**src/rtl/i2c_am_pkg.sv**
```systemverilog
package i2c_am_pkg;

    typedef enum logic [2:0] {
        ST_IDLE,
        ST_ADDR,
        ST_ACKW,
        ST_ACK,
        ST_RX2,
        ST_WAIT
    } am_state_e;

endpackage

```
**src/rtl/i2c_am_sync.sv**
```systemverilog
module i2c_am_sync #(
    parameter int STAGES = 2,
    parameter int WIDTH  = 2
) (
    input  logic             clk,
    input  logic             rst_n,
    input  logic [WIDTH-1:0] d,
    output logic [WIDTH-1:0] q
);
    logic [STAGES-1:0][WIDTH-1:0] chain_d, chain_q;

    always_comb begin
        chain_d[0] = d;
        for (int i = 1; i < STAGES; i++) begin
            chain_d[i] = chain_q[i-1];
        end
    end

    always_ff @(posedge clk or negedge rst_n) begin
        if (!rst_n) chain_q <= '1;
        else        chain_q <= chain_d;
    end

    assign q = chain_q[STAGES-1];
endmodule

```
**src/rtl/i2c_am_events.sv**
```systemverilog
module i2c_am_events (
    input  logic clk,
    input  logic rst_n,
    input  logic s_scl,
    input  logic s_sda,
    output logic scl_rise,
    output logic scl_fall,
    output logic ev_start,
    output logic ev_stop
);
    logic scl_q, sda_q;

    always_ff @(posedge clk or negedge rst_n) begin
        if (!rst_n) begin
            scl_q <= 1'b1;
            sda_q <= 1'b1;
        end else begin
            scl_q <= s_scl;
            sda_q <= s_sda;
        end
    end

    always_comb begin
        scl_rise = s_scl & ~scl_q;
        scl_fall = ~s_scl & scl_q;
        ev_start = s_scl & scl_q & sda_q & ~s_sda;
        ev_stop  = s_scl & scl_q & ~sda_q & s_sda;
    end
endmodule

```
**src/rtl/i2c_addr_match.sv**
```systemverilog
module i2c_addr_match
    import i2c_am_pkg::*;
#(
    parameter int ADDR_W      = 7,
    parameter int SYNC_STAGES = 2
) (
    input  logic              clk,
    input  logic              rst_n,
    input  logic              scl_in,
    input  logic              sda_in,
    output logic              sda_pull,
    input  logic              cfg_we,
    input  logic [ADDR_W-1:0] cfg_addr,
    input  logic              cfg_rw,
    input  logic              cfg_mode10,
    output logic              aas,
    output logic [ADDR_W:0]   rx_byte,
    output logic              byte2_valid
);
    localparam int BYTE_W = ADDR_W + 1;
    localparam int CNT_W  = $clog2(BYTE_W);

    typedef struct packed {
        am_state_e         st;
        logic [CNT_W-1:0]  cnt;
        logic [BYTE_W-1:0] sh;
        logic [BYTE_W-1:0] rx;
        logic              aas;
        logic              pull;
        logic              b2v;
        logic              dir;
        logic              rwb;
        logic              mode10;
        logic [ADDR_W-1:0] addr;
    } regs_t;

    logic s_scl, s_sda;
    logic scl_rise, scl_fall, ev_start, ev_stop;
    regs_t r_q, r_d;
    logic last_bit, hit;
    logic [BYTE_W-1:0] byte_now;

    i2c_am_sync #(.STAGES(SYNC_STAGES), .WIDTH(2)) u_sync (
        .clk  (clk),
        .rst_n(rst_n),
        .d    ({scl_in, sda_in}),
        .q    ({s_scl, s_sda})
    );

    i2c_am_events u_events (
        .clk     (clk),
        .rst_n   (rst_n),
        .s_scl   (s_scl),
        .s_sda   (s_sda),
        .scl_rise(scl_rise),
        .scl_fall(scl_fall),
        .ev_start(ev_start),
        .ev_stop (ev_stop)
    );

    always_comb begin
        byte_now = {r_q.sh[BYTE_W-2:0], s_sda};
        last_bit = (r_q.cnt == CNT_W'(BYTE_W - 1));
        if (r_q.mode10) hit = (byte_now == {r_q.addr, r_q.rwb});
        else            hit = (r_q.sh[BYTE_W-2:0] == r_q.addr);
    end

    always_comb begin
        r_d     = r_q;
        r_d.b2v = 1'b0;
        if (cfg_we) begin
            r_d.addr   = cfg_addr;
            r_d.rwb    = cfg_rw;
            r_d.mode10 = cfg_mode10;
        end
        if (ev_stop) begin
            r_d.st   = ST_IDLE;
            r_d.aas  = 1'b0;
            r_d.pull = 1'b0;
        end else if (ev_start) begin
            r_d.st   = ST_ADDR;
            r_d.cnt  = '0;
            r_d.pull = 1'b0;
        end else begin
            case (r_q.st)
                ST_ADDR: if (scl_rise) begin
                    r_d.sh  = byte_now;
                    r_d.cnt = r_q.cnt + 1'b1;
                    if (last_bit) begin
                        r_d.aas = hit;
                        r_d.dir = s_sda;
                        r_d.st  = hit ? ST_ACKW : ST_WAIT;
                    end
                end
                ST_ACKW: if (scl_fall) begin
                    r_d.pull = 1'b1;
                    r_d.st   = ST_ACK;
                end
                ST_ACK: if (scl_fall) begin
                    r_d.pull = 1'b0;
                    r_d.cnt  = '0;
                    r_d.st   = (r_q.mode10 && !r_q.dir) ? ST_RX2 : ST_WAIT;
                end
                ST_RX2: if (scl_rise) begin
                    r_d.sh  = byte_now;
                    r_d.cnt = r_q.cnt + 1'b1;
                    if (last_bit) begin
                        r_d.rx  = byte_now;
                        r_d.b2v = 1'b1;
                        r_d.st  = ST_WAIT;
                    end
                end
                default: ;
            endcase
        end
    end

    always_ff @(posedge clk or negedge rst_n) begin
        if (!rst_n) begin
            r_q    <= '0;
            r_q.st <= ST_IDLE;
        end else begin
            r_q <= r_d;
        end
    end

    assign sda_pull    = r_q.pull;
    assign aas         = r_q.aas;
    assign rx_byte     = r_q.rx;
    assign byte2_valid = r_q.b2v;

    a_r8_stop_clears_flag: assert property (@(posedge clk) disable iff (!rst_n)
        ev_stop |=> !aas);
    a_r11_start_releases_sda: assert property (@(posedge clk) disable iff (!rst_n)
        ev_start |=> !sda_pull);
    a_r6_strobe_one_cycle: assert property (@(posedge clk) disable iff (!rst_n)
        byte2_valid |=> !byte2_valid);
    a_r10_pull_while_scl_low: assert property (@(posedge clk) disable iff (!rst_n)
        $rose(sda_pull) |-> !s_scl);
    a_r10_pull_needs_flag: assert property (@(posedge clk) disable iff (!rst_n)
        sda_pull |-> aas);
endmodule

```
**config.mk**
```make
export PLATFORM = sky130hd
export DESIGN_NAME = i2c_addr_match
export DESIGN_NICKNAME = d
export VERILOG_FILES = /design/src/rtl/i2c_am_pkg.sv /design/src/rtl/i2c_am_sync.sv /design/src/rtl/i2c_am_events.sv /design/src/rtl/i2c_addr_match.sv
export SDC_FILE = /design/constraint.sdc
export NUM_CORES = 1
export LEC_CHECK = 0
export BUFFER_PORTS_ARGS = -buffer_cell sky130_fd_sc_hd__buf_2
export CAP_MARGIN = 5
export CORE_MARGIN = 1.5
export CORE_UTILIZATION = 56
export DETAILED_ROUTE_END_ITERATION = 8
export PLACE_DENSITY = 0.87
export SLEW_MARGIN = 10
export SYNTH_ARGS = -nofsm -noshare
export SYNTH_HDL_FRONTEND = slang
export SYNTH_SLANG_ARGS = --single-unit
```
**constraint.sdc**
```tcl
create_clock -name clk -period 1.9 [get_ports clk]
set_input_delay 0.38 -clock clk [delete_from_list [all_inputs] [get_ports clk]]
set_output_delay 0.38 -clock clk [all_outputs]
set_load 0.005 [all_outputs]
```
---- After elaboration in Yosys (flattened, before gate mapping) ----
Index checks and enable logic that the tools add are counted.
storage, ports and cells
  register bits after elaboration ......... 40
  bits of input ports ..................... 14
  output and inout bits ................... 11
  word-level logic and storage cells ...... 96
operators by class
  add/subtract/negate cells ............... 1
  equal/unequal tests ..................... 19
  muxes and demuxes ....................... 32
  bitwise gates (word level) .............. 13
  reductions and logical operators ........ 16
operator list
  cell                                                                    number
  4-bit != test (second input constant)                                   6
  22-bit 2-to-1 mux                                                       1
  5-bit AND reduction                                                     4
  1-bit 2-to-1 mux                                                        15
  3-bit 2-to-1 mux                                                        5
  14-bit 2-to-1 mux                                                       1
  7-bit case mux with 2 select lines                                      1
  6-bit 2-to-1 mux                                                        2
  3-bit case mux with 4 select lines                                      1
  3-bit != test (second input constant)                                   3
  3-bit case mux with 3 select lines                                      1
  8-bit equality test                                                     1
  8-bit 2-to-1 mux                                                        1
  2-bit nonzero test                                                      4
  4-bit nonzero test                                                      2
  1-bit AND                                                               7
  7-bit equality test                                                     1
  7-bit AND reduction                                                     1
  3-bit by 2-bit equality test with 1-bit output (second input constant)  2
  3-bit equality test (second input constant)                             2
  2-bit 2-to-1 mux                                                        3
  1-bit NOT                                                               6
  6-bit nonzero test                                                      1
  2-bit != test (second input constant)                                   2
  other kinds (8)                                                         8

---- Depth between registers and ports, before layout ----
Gate-level depths: netlist of run 1.
  word-level depth ........................ 8
  depth in mapped cells ................... 6
  mapped depth without buffers ............ 6

---- By module ----
Synthesis of run 1 repeated with hierarchy kept, for this count alone.
unflattened totals
  cells, all modules ...................... 147
  area total of the unflattened synthesis .. 1,888.1 sq um
modules (own cells, without submodules)
  module          instances  cells each  area an instance (sq um)  seq. area each (sq um)
  i2c_addr_match  1          137         1,697.9                   850.8
  i2c_am_sync     1          4           105.1                     105.1
  i2c_am_events   1          6           85.1                      52.6

---- Worst setup path after synthesis of run 1 ----
No wires, ideal clock.
  kind .................................... register to register
  from .................................... register u_sync.chain_q, in the netlist u_sync.q[1]
  to ...................................... register r_q, in the netlist byte_now[1]
  library setup time ...................... 0.128 ns
  arrival time ............................ 1.488 ns
  required time ........................... 1.772 ns
  path slack .............................. 0.285 ns
  stages on the path, launching flop included .. 4
  buffers on the path ..................... 0
  clock period less this slack ............ 1.615 ns
  cells stage by stage .................... dfstp_2 or3b_4 nor2_8 mux2_1
between the ends
  longest elaborated chain between the ends .. 5
  elaborated cells between the ends (all ways) .. 11
  classes of those cells .................. eq/ne: 2; bitwise: 8; reduce/logical: 1
RTL lines
  item                                              RTL line                                  source
  start, declared                                   i2c_am_sync.sv:10                         logic [STAGES-1:0][WIDTH-1:0] chain_d, chain_q;
  start signal, assigned                            i2c_am_sync.sv:21                         else chain_q <= chain_d;
  1-bit AND                                         i2c_am_events.sv:26, i2c_am_events.sv:27
  1-bit AND, on equally long branches (2 in a row)  i2c_am_events.sv:26, i2c_am_events.sv:27
  1-bit NOT (no source line)                        n/a
  5-bit AND reduction (no source line) (*)          n/a
  end signal, assigned                              i2c_addr_match.sv:123                     r_q <= r_d;
  end, declared                                     i2c_addr_match.sv:39                      regs_t r_q, r_d;
Mark *: on every way between the ends. The rest lies on a longest branch, timed or not.
A chain may end at the register's enable or synchronous reset.

---- Worst setup path after layout of run 1 ----
  from .................................... register r_q[29] (netlist bit)
  to ...................................... register r_q, in the netlist rx_byte[6]
between the ends
  longest elaborated chain between the ends .. 2
RTL lines
  item                                  RTL line              source
  3-bit equality test                   i2c_addr_match.sv:63  last_bit = (r_q.cnt == CNT_W'(BYTE_W - 1));
  5-bit AND reduction (no source line)  n/a
No other way between the ends.

==> impl_metrics.ini, run 1 <==
[floorplanning]
core_area_mm2 = 0.00313
start_util_pct = 60.1
die_area_mm2 = 0.00371
num_rows = 20
dieWidth_um = 60.9
io_pins = 25
dieHeight_um = 60.9

[global_routing]
grt_pass1_vias = 1175
grt_usage_pct = 21.1
antenna_found_initial = 0
grt_max_degree = 41
grt_pass1_wl_um = 5530
gr-total-overflow = 0

[yosys]
syn_inst = 138
ys_seq_elements = 40
seq_area_frac_synth_pct = 53.7
synth-async-reset-ratio_pct = 100
synth.distinct_cells = 39
avgSynthCellArea_um2 = 13.6
yosysWarnings = 0
yosys_most_used_dff = dfrtp_1
synth_edf_count = 0
synth_nets = 154
synthesis.area_mm2 = 0.00188

[pwr]
intPower_mw = 1.38
p_comb_share_pct = 20.4
pwr-share-seq_pct = 57.1
power_density_mw_per_mm2 = 975
p_leak_nw = 0.999
p_switching_mw = 0.618
max-vdd-ir-drop_uv = 647
clkPwrFrac_pct = 22.5
swShare_pct = 31.0

[timing]
setup_tns_ns = 0
fin_ws_ns = 0.0620
min_period_ns = 1.84
fin_crit_sh_pct = 96.7
rsz0062_at_grt = no
tightest_slew_ns = 0.468
finalSetupViolations = 0
slew_headroom_pct = 68.8
holdWs_ns = 0.0586
finalMaxSlewViolations = 0
fmax_mhz = 544
finClkSkew_ns = 0.00777
finalHoldViolations = 0

[critical_path]
worstSetupStartpointType = flop
cp.required_ns = 2.14
crit_fanout = 9
cp_data_arrival_time_ns = 2.08
slowest_delay_ns = 0.40
cp_cell_sequence = ha_2 > ha_1 > nand4bb_1 > or2_1 > buf_6 > mux2_4
path_buf_inv = 1
crit_type = flop to flop
crit_path_top_delay_cell = dfrtp_1
cp-end-kind = flop
cp_top_family = simple AND/OR/NAND/NOR gates

[routing]
drcViolationCount = 0
drtAntennaViolNets = 0
drtIter0Drc = 36
finalWirelength_um = 3380
firstDrtPassIters = 4
num_vias = 1137
wl_per_cell_um = 16.6
viasPerCell = 5.57

[clock_tree]
cts_tree = done
cts_hold_buf = 0
htreeDepth = 2
worstSkewPairLatency_ns = 0.35
clock_sinks = 40
root_buffer = clkbuf_4
ctsResizeCount = 0
postCtsSetupRepairBufs = 0
clk_pin_slew_worst_paths_ns = 0.12
clockBufferDepth = 2
numCtsBuffers = 5

[finish]
multi_input_area_um2 = 767
drive_gt1_share_pct = 35.6
seqCellArea_mm2 = 0.00101
final_util_pct = 65.4
fillers = 238
layout-area-overhead-vs-synth_pct = 8.92
nNetsFinal = 175
antennaDiodeCount = 0

[run_status]
status = finished, final reports clean

[place]
port_buffers = 24
finalWeightedCongestion = 1.02
place_ws_ns = 0.0978
dp_hpwl_um = 2490

[flow_run]
maxCapViolCount = 0

[hold_path]
holdCritPathClass = primary input to asynchronous set/reset pin
-- cell families (layout without fill, tap and decap cells) --
group	Yosys count	after routing	share of synthesized area, %
muxes	28	28	18.3
buffers and inverters	15	37	6.19
DFF	40	40	53.7
AOI/OAI and AO/OA	14	14	5.53
and+or+nand+nor	29	29	9.92
adders and majority gates	2	2	1.33
xor gates and xnor gates	10	10	5.06
-- stage by stage --
stage | std cells | power, mW | area, µm²
6_report | 204 | 2.00 | 2050
4_1_cts | 204 | 1.99 | 2030
5_1_grt | 204 | 2.10 | 2050
2_1_floorplan | 138 | 1.40 | 1880
3_5_place_dp | 196 | 1.55 | 1970
3_3_place_gp | 196 | 1.49 | 1970
-- power by group through the flow --
stage / sequential (mW) / combinational [mW] / clock, mW
after global routing: 1.16 / 0.444 / 0.495
after detailed placement: 1.15 / 0.392 / 0
final: 1.14 / 0.407 / 0.449
after CTS: 1.14 / 0.399 / 0.453
after global placement: 1.14 / 0.358 / 0
after floorplan: 1.10 / 0.304 / 0
-- cell type report --
class / instances / share of cell area, %
sequential: 40 / 49.3
timing repair buffer: 27 / 7.15
clock buffer: 7 / 2.69
inverter: 2 / 0.367
clock inverter: 1 / 0.367
multi-input combinational: 83 / 37.5
tap: 44 / 2.69
-- metal layers --
metal | track usage [%] | routed length [µm] | up-vias
li1 | - | - | 526
met1 | 26.6 | 1440 | 566
met2 | 33.6 | 1740 | 37
met3 | 6.82 | 133 | 8
met4 | 9.01 | 69 | 0
met5 | 0 | 0 | -
-- cell usage in the layout, fill, tap and decap left out, drive strengths merged, types with 3 or more instances in the layout --
| cell | instances |
|---|---|
| xor2 | 4 |
| mux2 | 27 |
| nand2b | 3 |
| nor2 | 4 |
| nand3 | 5 |
| clkbuf | 7 |
| nand2 | 6 |
| buf | 27 |
| dfstp | 6 |
| xnor2 | 6 |
| dfrtp | 34 |
-- worst reg2reg max path, cell delays in order (launching register included) --
cell	delay [ns]
dfrtp_1	0.40
ha_2	0.20
ha_1	0.17
nand4bb_1	0.22
or2_1	0.29
buf_6	0.15
mux2_4	0.30
-- state kept, by name, summed over array words and instances, names as in the netlist, 2 cells and up --
name,count
rx_byte,8
byte_now,7
u_sync.q,2
r_q,16
u_sync.chain_d,2
-- worst paths after layout --
| path | start | endpoint | slack, ns | cells after the start |
|---|---|---|---|---|
| max | r_q[29]$_DFFE_PN0P_ | rx_byte[6]$_DFFE_PN0P_ | 0.06 | 6 |
| min | rst_n | r_q[4]$_DFFE_PN0P_ | 0.06 | 2 |
| max reg2reg | r_q[29]$_DFFE_PN0P_ | rx_byte[6]$_DFFE_PN0P_ | 0.06 | 6 |
| min reg2reg | u_sync.chain_d[3]$_DFF_PN1_ | u_sync.q[1]$_DFF_PN1_ | 0.36 | 0 |
| max in group asynchronous | rst_n | u_sync.q[1]$_DFF_PN1_ | 1.49 | 2 |
| min in group clk | scl_in | u_sync.chain_d[3]$_DFF_PN1_ | 0.12 | 1 |
-- cells in the mapped netlist, types with 3 or more instances --
master	n	area [µm²]
dfstp_2	6	158
mux2_1	17	191
xnor2_1	5	43.8
nand2b_1	3	18.8
xor2_1	4	35.0
buf_6	4	45.0
nand2_1	6	22.5
mux2_4	8	120
nand3_1	5	25.0
nor2_1	3	11.3
buf_4	8	60.1
dfrtp_1	34	851
Power figures use the tool's default switching activity.
==> run 2: changes to the inputs <==
==> constraint.sdc (replaced) <==
create_clock -name clk -period 1.9 [get_ports clk]
set_input_delay 0.095 -clock clk [delete_from_list [all_inputs] [get_ports clk]]
set_output_delay 0.095 -clock clk [all_outputs]
set_load 0.005 [all_outputs]
==> run 2 against run 1 <==
Effect of this change: sequential power about the same; flip-flop and latch count unchanged; highest routed layer unchanged; worst setup slack better by 0.046 ns; largest cell class unchanged; non-clock buffer count up 11; critical path type unchanged.
==> impl_metrics.ini, run 2 (synthesis results as in run 1) <==
[timing]
min_period_ns = 1.79
fmax_mhz = 558
finalHoldViolations = 0
holdWs_ns = 0.137
tightest_slew_ns = 0.847
finalSetupViolations = 0
finClkSkew_ns = 0.0139
finalMaxSlewViolations = 0
fin_crit_sh_pct = 94.3
rsz0062_at_grt = no
setup_tns_ns = 0
slew_headroom_pct = 43.6

[floorplanning]
num_rows = 20
core_area_mm2 = 0.00313
dieWidth_um = 60.9
dieHeight_um = 60.9
start_util_pct = 60.1
die_area_mm2 = 0.00371
io_pins = 25

[pwr]
pwr-share-seq_pct = 52.8
p_leak_nw = 1.06
p_comb_share_pct = 19.6
intPower_mw = 1.52
p_switching_mw = 0.635
max-vdd-ir-drop_uv = 644
clkPwrFrac_pct = 27.6
power_density_mw_per_mm2 = 991
swShare_pct = 29.4

[hold_path]
min-delay-start = cfg_we
min_path_cells = 2
min_to = r_q[4]$_DFFE_PN0P_
holdCritPathClass = primary input to flop

[place]
dpl.cell_count = 195
placed_area_mm2 = 0.00196
finalWeightedCongestion = 1.02
dp_hpwl_um = 2320
port_buffers = 24

[critical_path]
ff2ff_path_depth = 6
worstSetupStartpointType = flop
crit_type = flop to flop
cp_data_arrival_time_ns = 2.04
r2r_setup_slack_ns = 0.11
r2r_end = rx_byte[2]$_DFFE_PN0P_
crit_fanout = 9
reg2reg_from = r_q[29]$_DFFE_PN0P_
slowest_delay_ns = 0.38
cp.required_ns = 2.15
crit_top_cell = ha_1
crit_path_top_delay_cell = dfrtp_1
cp-end-kind = flop
cp_cell_sequence = ha_1 > ha_1 > nand4bb_1 > or2_1 > buf_4 > mux2_4

[routing]
num_vias = 1156
drcViolationCount = 0
viasPerCell = 5.38
wl_per_cell_um = 15.9
firstDrtPassIters = 4
finalWirelength_um = 3430
drtAntennaViolNets = 0
drtIter0Drc = 30

[clock_tree]
clk_pin_slew_worst_paths_ns = 0.12
postCtsSetupRepairBufs = 0
cts_tree = done
clockBufferDepth = 2
clock_sinks = 40
worstSkewPairLatency_ns = 0.35
root_buffer = clkbuf_4
numCtsBuffers = 5
htreeDepth = 2

[finish]
layout-area-overhead-vs-synth_pct = 15.8
final_common_cell = dfrtp_1
fillers = 225
fin_area_mm2 = 0.00218
drive_gt1_share_pct = 32.2
regMostFlops = r_q
antennaDiodeCount = 0
largest_reg_flops = 16
most-common-layout-cells = dfrtp_1 (34), buf_2 (24), mux2_1 (17), dlygate4sd3_1 (12), mux2_4 (8)
instances_no_fill = 215
nNetsFinal = 186

[global_routing]
grt_pass1_wl_um = 5410
grt_max_degree = 41
grt_usage_pct = 20.9
grt_pass1_vias = 1186
gr-total-overflow = 0
antenna_found_initial = 0

[run_status]
status = finished, final reports clean

[flow_run]
maxCapViolCount = 0
## run 2: changes by cell type in the layout (fill, tap and decap cells not counted), sizes merged
cell,delta
buf,-1
bufinv,+1
clkbuf,-1
clkinv,+1
clkinvlp,-1
dlygate4sd3,+12
## run 2: layout make-up
class	instances	area, µm²	share of cell area (%)
clock buffer	6	51.3	2.36
clock inverter	2	38.8	1.78
inverter	2	7.51	0.345
multi-input combinational	83	761	34.9
sequential	40	1010	46.3
tap	44	55.1	2.53
timing repair buffer	38	255	11.7
## run 2: how the worst max path moves through the flow
stage | to | start | depth (start not counted) | slack, ns
final | rx_byte[2]$_DFFE_PN0P_ | r_q[29]$_DFFE_PN0P_ | 6 | 0.11
after floorplan | byte_now[1]$_DFFE_PN0P_ | u_sync.q[1]$_DFF_PN1_ | 3 | 0.28
after global routing | rx_byte[2]$_DFFE_PN0P_ | r_q[29]$_DFFE_PN0P_ | 6 | 0.01
after CTS | rx_byte[2]$_DFFE_PN0P_ | r_q[29]$_DFFE_PN0P_ | 6 | 0.11
after detailed placement | rx_byte[5]$_DFFE_PN0P_ | r_q[29]$_DFFE_PN0P_ | 6 | 0.14
after global placement | rx_byte[7]$_DFFE_PN0P_ | r_q[29]$_DFFE_PN0P_ | 6 | 0.22
## run 2: stage by stage
| step | setup WS (ns) | utilization, % | power [mW] |
|---|---|---|---|
| 2_1_floorplan | 0.285 | - | 1.40 |
| 3_3_place_gp | 0.219 | 62.7 | 1.49 |
| 3_5_place_dp | 0.138 | 62.7 | 1.53 |
| 4_1_cts | 0.110 | 69.4 | 2.16 |
| 5_1_grt | 0.0107 | 69.6 | 2.25 |
| 6_report | 0.108 | 69.6 | 2.16 |
## run 2: timing repair
item | CTS | global route
resized for setup | 0 | 1
setup endpoints to repair | 0 | 1
hold endpoints to repair | 45 | 0
hold buffers | 12 | 0
## run 2: routing by layer
layer	GRT usage, %	vias up	part of all wire, %
li1	-	543	-
met1	23.8	569	42
met2	36.6	37	52
met3	4.48	7	3.7
met4	11.5	0	2.2
met5	0	-	0
## run 2: power groups by stage
stage               Combinational, mW  Clock (mW)  Sequential, mW
floorplan                       0.304           0            1.10
global placement                0.356           0            1.14
detailed placement              0.383           0            1.15
CTS                             0.413       0.609            1.13
global route                    0.458       0.639            1.15
finish                          0.423       0.597            1.14
## run 2: worst max-delay path: cells and delay by family (launching register included)
| family | cells | cell delay [ns] |
|---|---|---|
| multiplexers | 1 | 0.30 |
| adder cells (fa/ha/maj) | 2 | 0.33 |
| AND/OR/NAND/NOR | 2 | 0.48 |
| flip-flops | 1 | 0.38 |
| buffers and inverters | 1 | 0.19 |
==> run 3: changes to the inputs <==
- CELL_PAD_IN_SITES_DETAIL_PLACEMENT: unset -> 0
- CELL_PAD_IN_SITES_GLOBAL_PLACEMENT: unset -> 1
- CORE_UTILIZATION: 56 -> 46
==> run 3 against run 2 <==
Effect of this change: final cell count fell by 0.93%; combinational power fell by 10%; core utilization fell by 16 points; register-to-register slack improved by 0.06 ns; clock skew fell by 0.0083 ns; wire length fell by 13%; worst setup slack improved by 0.063 ns; die area rose by 21%; sequential power barely moved; non-clock buffer count fell by 8; first-iteration DRC count rose by 33%; critical path type unchanged; critical endpoint is now r_q[33]$_DFFE_PN0P_; largest power group unchanged.
==> impl_metrics.ini, run 3 (synthesis results as in run 1) <==
[hold_path]
holdCritPathClass = primary input to flop
min-delay-start = cfg_addr[5]

[routing]
drtIter0Drc = 40
firstDrtPassIters = 4
wl_per_cell_um = 14.0
finalWirelength_um = 2990
num_vias = 1102
drtAntennaViolNets = 0
drcViolationCount = 0
viasPerCell = 5.17

[global_routing]
antenna_found_initial = 0
grt_pass1_vias = 1106
grt_usage_pct = 15.7
gr-total-overflow = 0
grt_max_degree = 41
grt_pass1_wl_um = 5100

[timing]
finalMaxSlewViolations = 0
fmax_mhz = 578
min_period_ns = 1.73
finalHoldViolations = 0
setup_tns_ns = 0
slew_headroom_pct = 43.6
tightest_slew_ns = 0.845
finClkSkew_ns = 0.00553
fin_ws_ns = 0.171
rsz0062_at_grt = no
fin_crit_sh_pct = 91.0
finalSetupViolations = 0

[finish]
fin_area_mm2 = 0.00213
layout-area-overhead-vs-synth_pct = 13.5
instances_no_fill = 213
regMostFlops = r_q
antennaDiodeCount = 0
fillers = 360
most-common-layout-cells = dfrtp_1 (34), buf_2 (24), mux2_1 (17), mux2_4 (8)
largest_reg_flops = 16
final_common_cell = dfrtp_1
drive_gt1_share_pct = 35.0
nNetsFinal = 178

[clock_tree]
clk_pin_slew_worst_paths_ns = 0.08
worstSkewPairLatency_ns = 0.29
cts_tree = done
numCtsBuffers = 5
htreeDepth = 2
clock_sinks = 40
clockBufferDepth = 2
postCtsSetupRepairBufs = 0
root_buffer = clkbuf_8

[critical_path]
r2r_setup_slack_ns = 0.17
endpoint = r_q[33]$_DFFE_PN0P_
crit_fanout = 3
crit_type = flop to flop
cp_data_arrival_time_ns = 1.96
reg2reg_from = r_q[29]$_DFFE_PN0P_
r2r_end = r_q[33]$_DFFE_PN0P_
cp.required_ns = 2.13
worstSetupStartpointType = flop
ff2ff_path_depth = 7
cp-startpoint = r_q[29]$_DFFE_PN0P_
cp-end-kind = flop

[place]
placed_area_mm2 = 0.00198
place_ws_ns = 0.110
port_buffers = 24
dpl.cell_count = 202
dp_hpwl_um = 2150
finalWeightedCongestion = 0.895

[flow_run]
maxCapViolCount = 0

[run_status]
status = finished, final reports clean

[pwr]
clkPwrFrac_pct = 32.3
max-vdd-ir-drop_uv = 622
power_density_mw_per_mm2 = 1040
p_comb_share_pct = 17.1
swShare_pct = 26.8
intPower_mw = 1.63
pwr-share-seq_pct = 50.5
p_switching_mw = 0.596
p_leak_nw = 1.04

[floorplanning]
core_area_mm2 = 0.00397
dieHeight_um = 66.9
dieWidth_um = 66.9
start_util_pct = 47.3
io_pins = 25
num_rows = 23
die_area_mm2 = 0.00448
run 3: cell count changes in the layout (fill, tap and decap cells not counted), sizes merged:
| cell | previous run | this run |
|---|---|---|
| dlygate4sd3 | 12 | 3 |
| buf | 26 | 27 |
run 3: per-stage QoR:
stage	hold WS, ns	total power [mW]	util [%]
after detailed placement	0.202	1.52	49.7
final	0.0165	2.22	53.7
after floorplan	-0.201	1.40	-
after global routing	0.00851	2.36	53.7
after CTS	0.0111	2.24	53.6
after global placement	0.200	1.49	49.7
run 3: worst min-delay path by stage:
| stage | cells past startpoint | slack, ns | to |
|---|---|---|---|
| 2_1_floorplan | 0 | -0.20 | aas$_DFFE_PN0P_ |
| 3_3_place_gp | 1 | 0.20 | u_sync.chain_d[3]$_DFF_PN1_ |
| 3_5_place_dp | 1 | 0.20 | u_sync.chain_d[3]$_DFF_PN1_ |
| 4_1_cts | 2 | 0.01 | r_q[5]$_DFFE_PN0P_ |
| 5_1_grt | 2 | 0.009 | r_q[3]$_DFFE_PN0P_ |
| 6_report | 2 | 0.02 | r_q[5]$_DFFE_PN0P_ |
run 3: critical path, cell delays in order, from the launching register on:
cell and delay (ns):
dfrtp_1 0.36, ha_1 0.16, ha_1 0.17, nand4bb_1 0.12
buf_4 0.17, o21ai_1 0.25, nor4b_2 0.28, o211a_1 0.17
run 3: repair_timing:
item | CTS | global route
endpoints found under the hold margin | 36 | 0
gates resized for setup | 0 | 2
hold buffers | 3 | 0
setup endpoints to repair | 0 | 2
run 3: final cells by class:
type                            instances  area, µm²  area share (%)
Clock inverter                          2       38.8            1.82
Tap cell                               50       62.6            2.93
Multi-Input combinational cell         83        761            35.7
Timing Repair Buffer                   30        173            8.09
Clock buffer                            6       82.6            3.87
Sequential cell                        40       1010            47.3
Inverter                                2       7.51           0.352
run 3: per-layer routing:
metal  track usage (%)  wire [µm]
met3              4.56        137
met4              6.89         65
met1              20.4       1360
met5                 0          0
met2              24.4       1420
run 3: power groups by stage:
stage	clock network, mW	registers, mW	logic [mW]
after floorplan	0	1.10	0.304
after global routing	0.778	1.15	0.435
after global placement	0	1.14	0.357
final	0.718	1.12	0.380
after CTS	0.737	1.13	0.380
after detailed placement	0	1.14	0.373
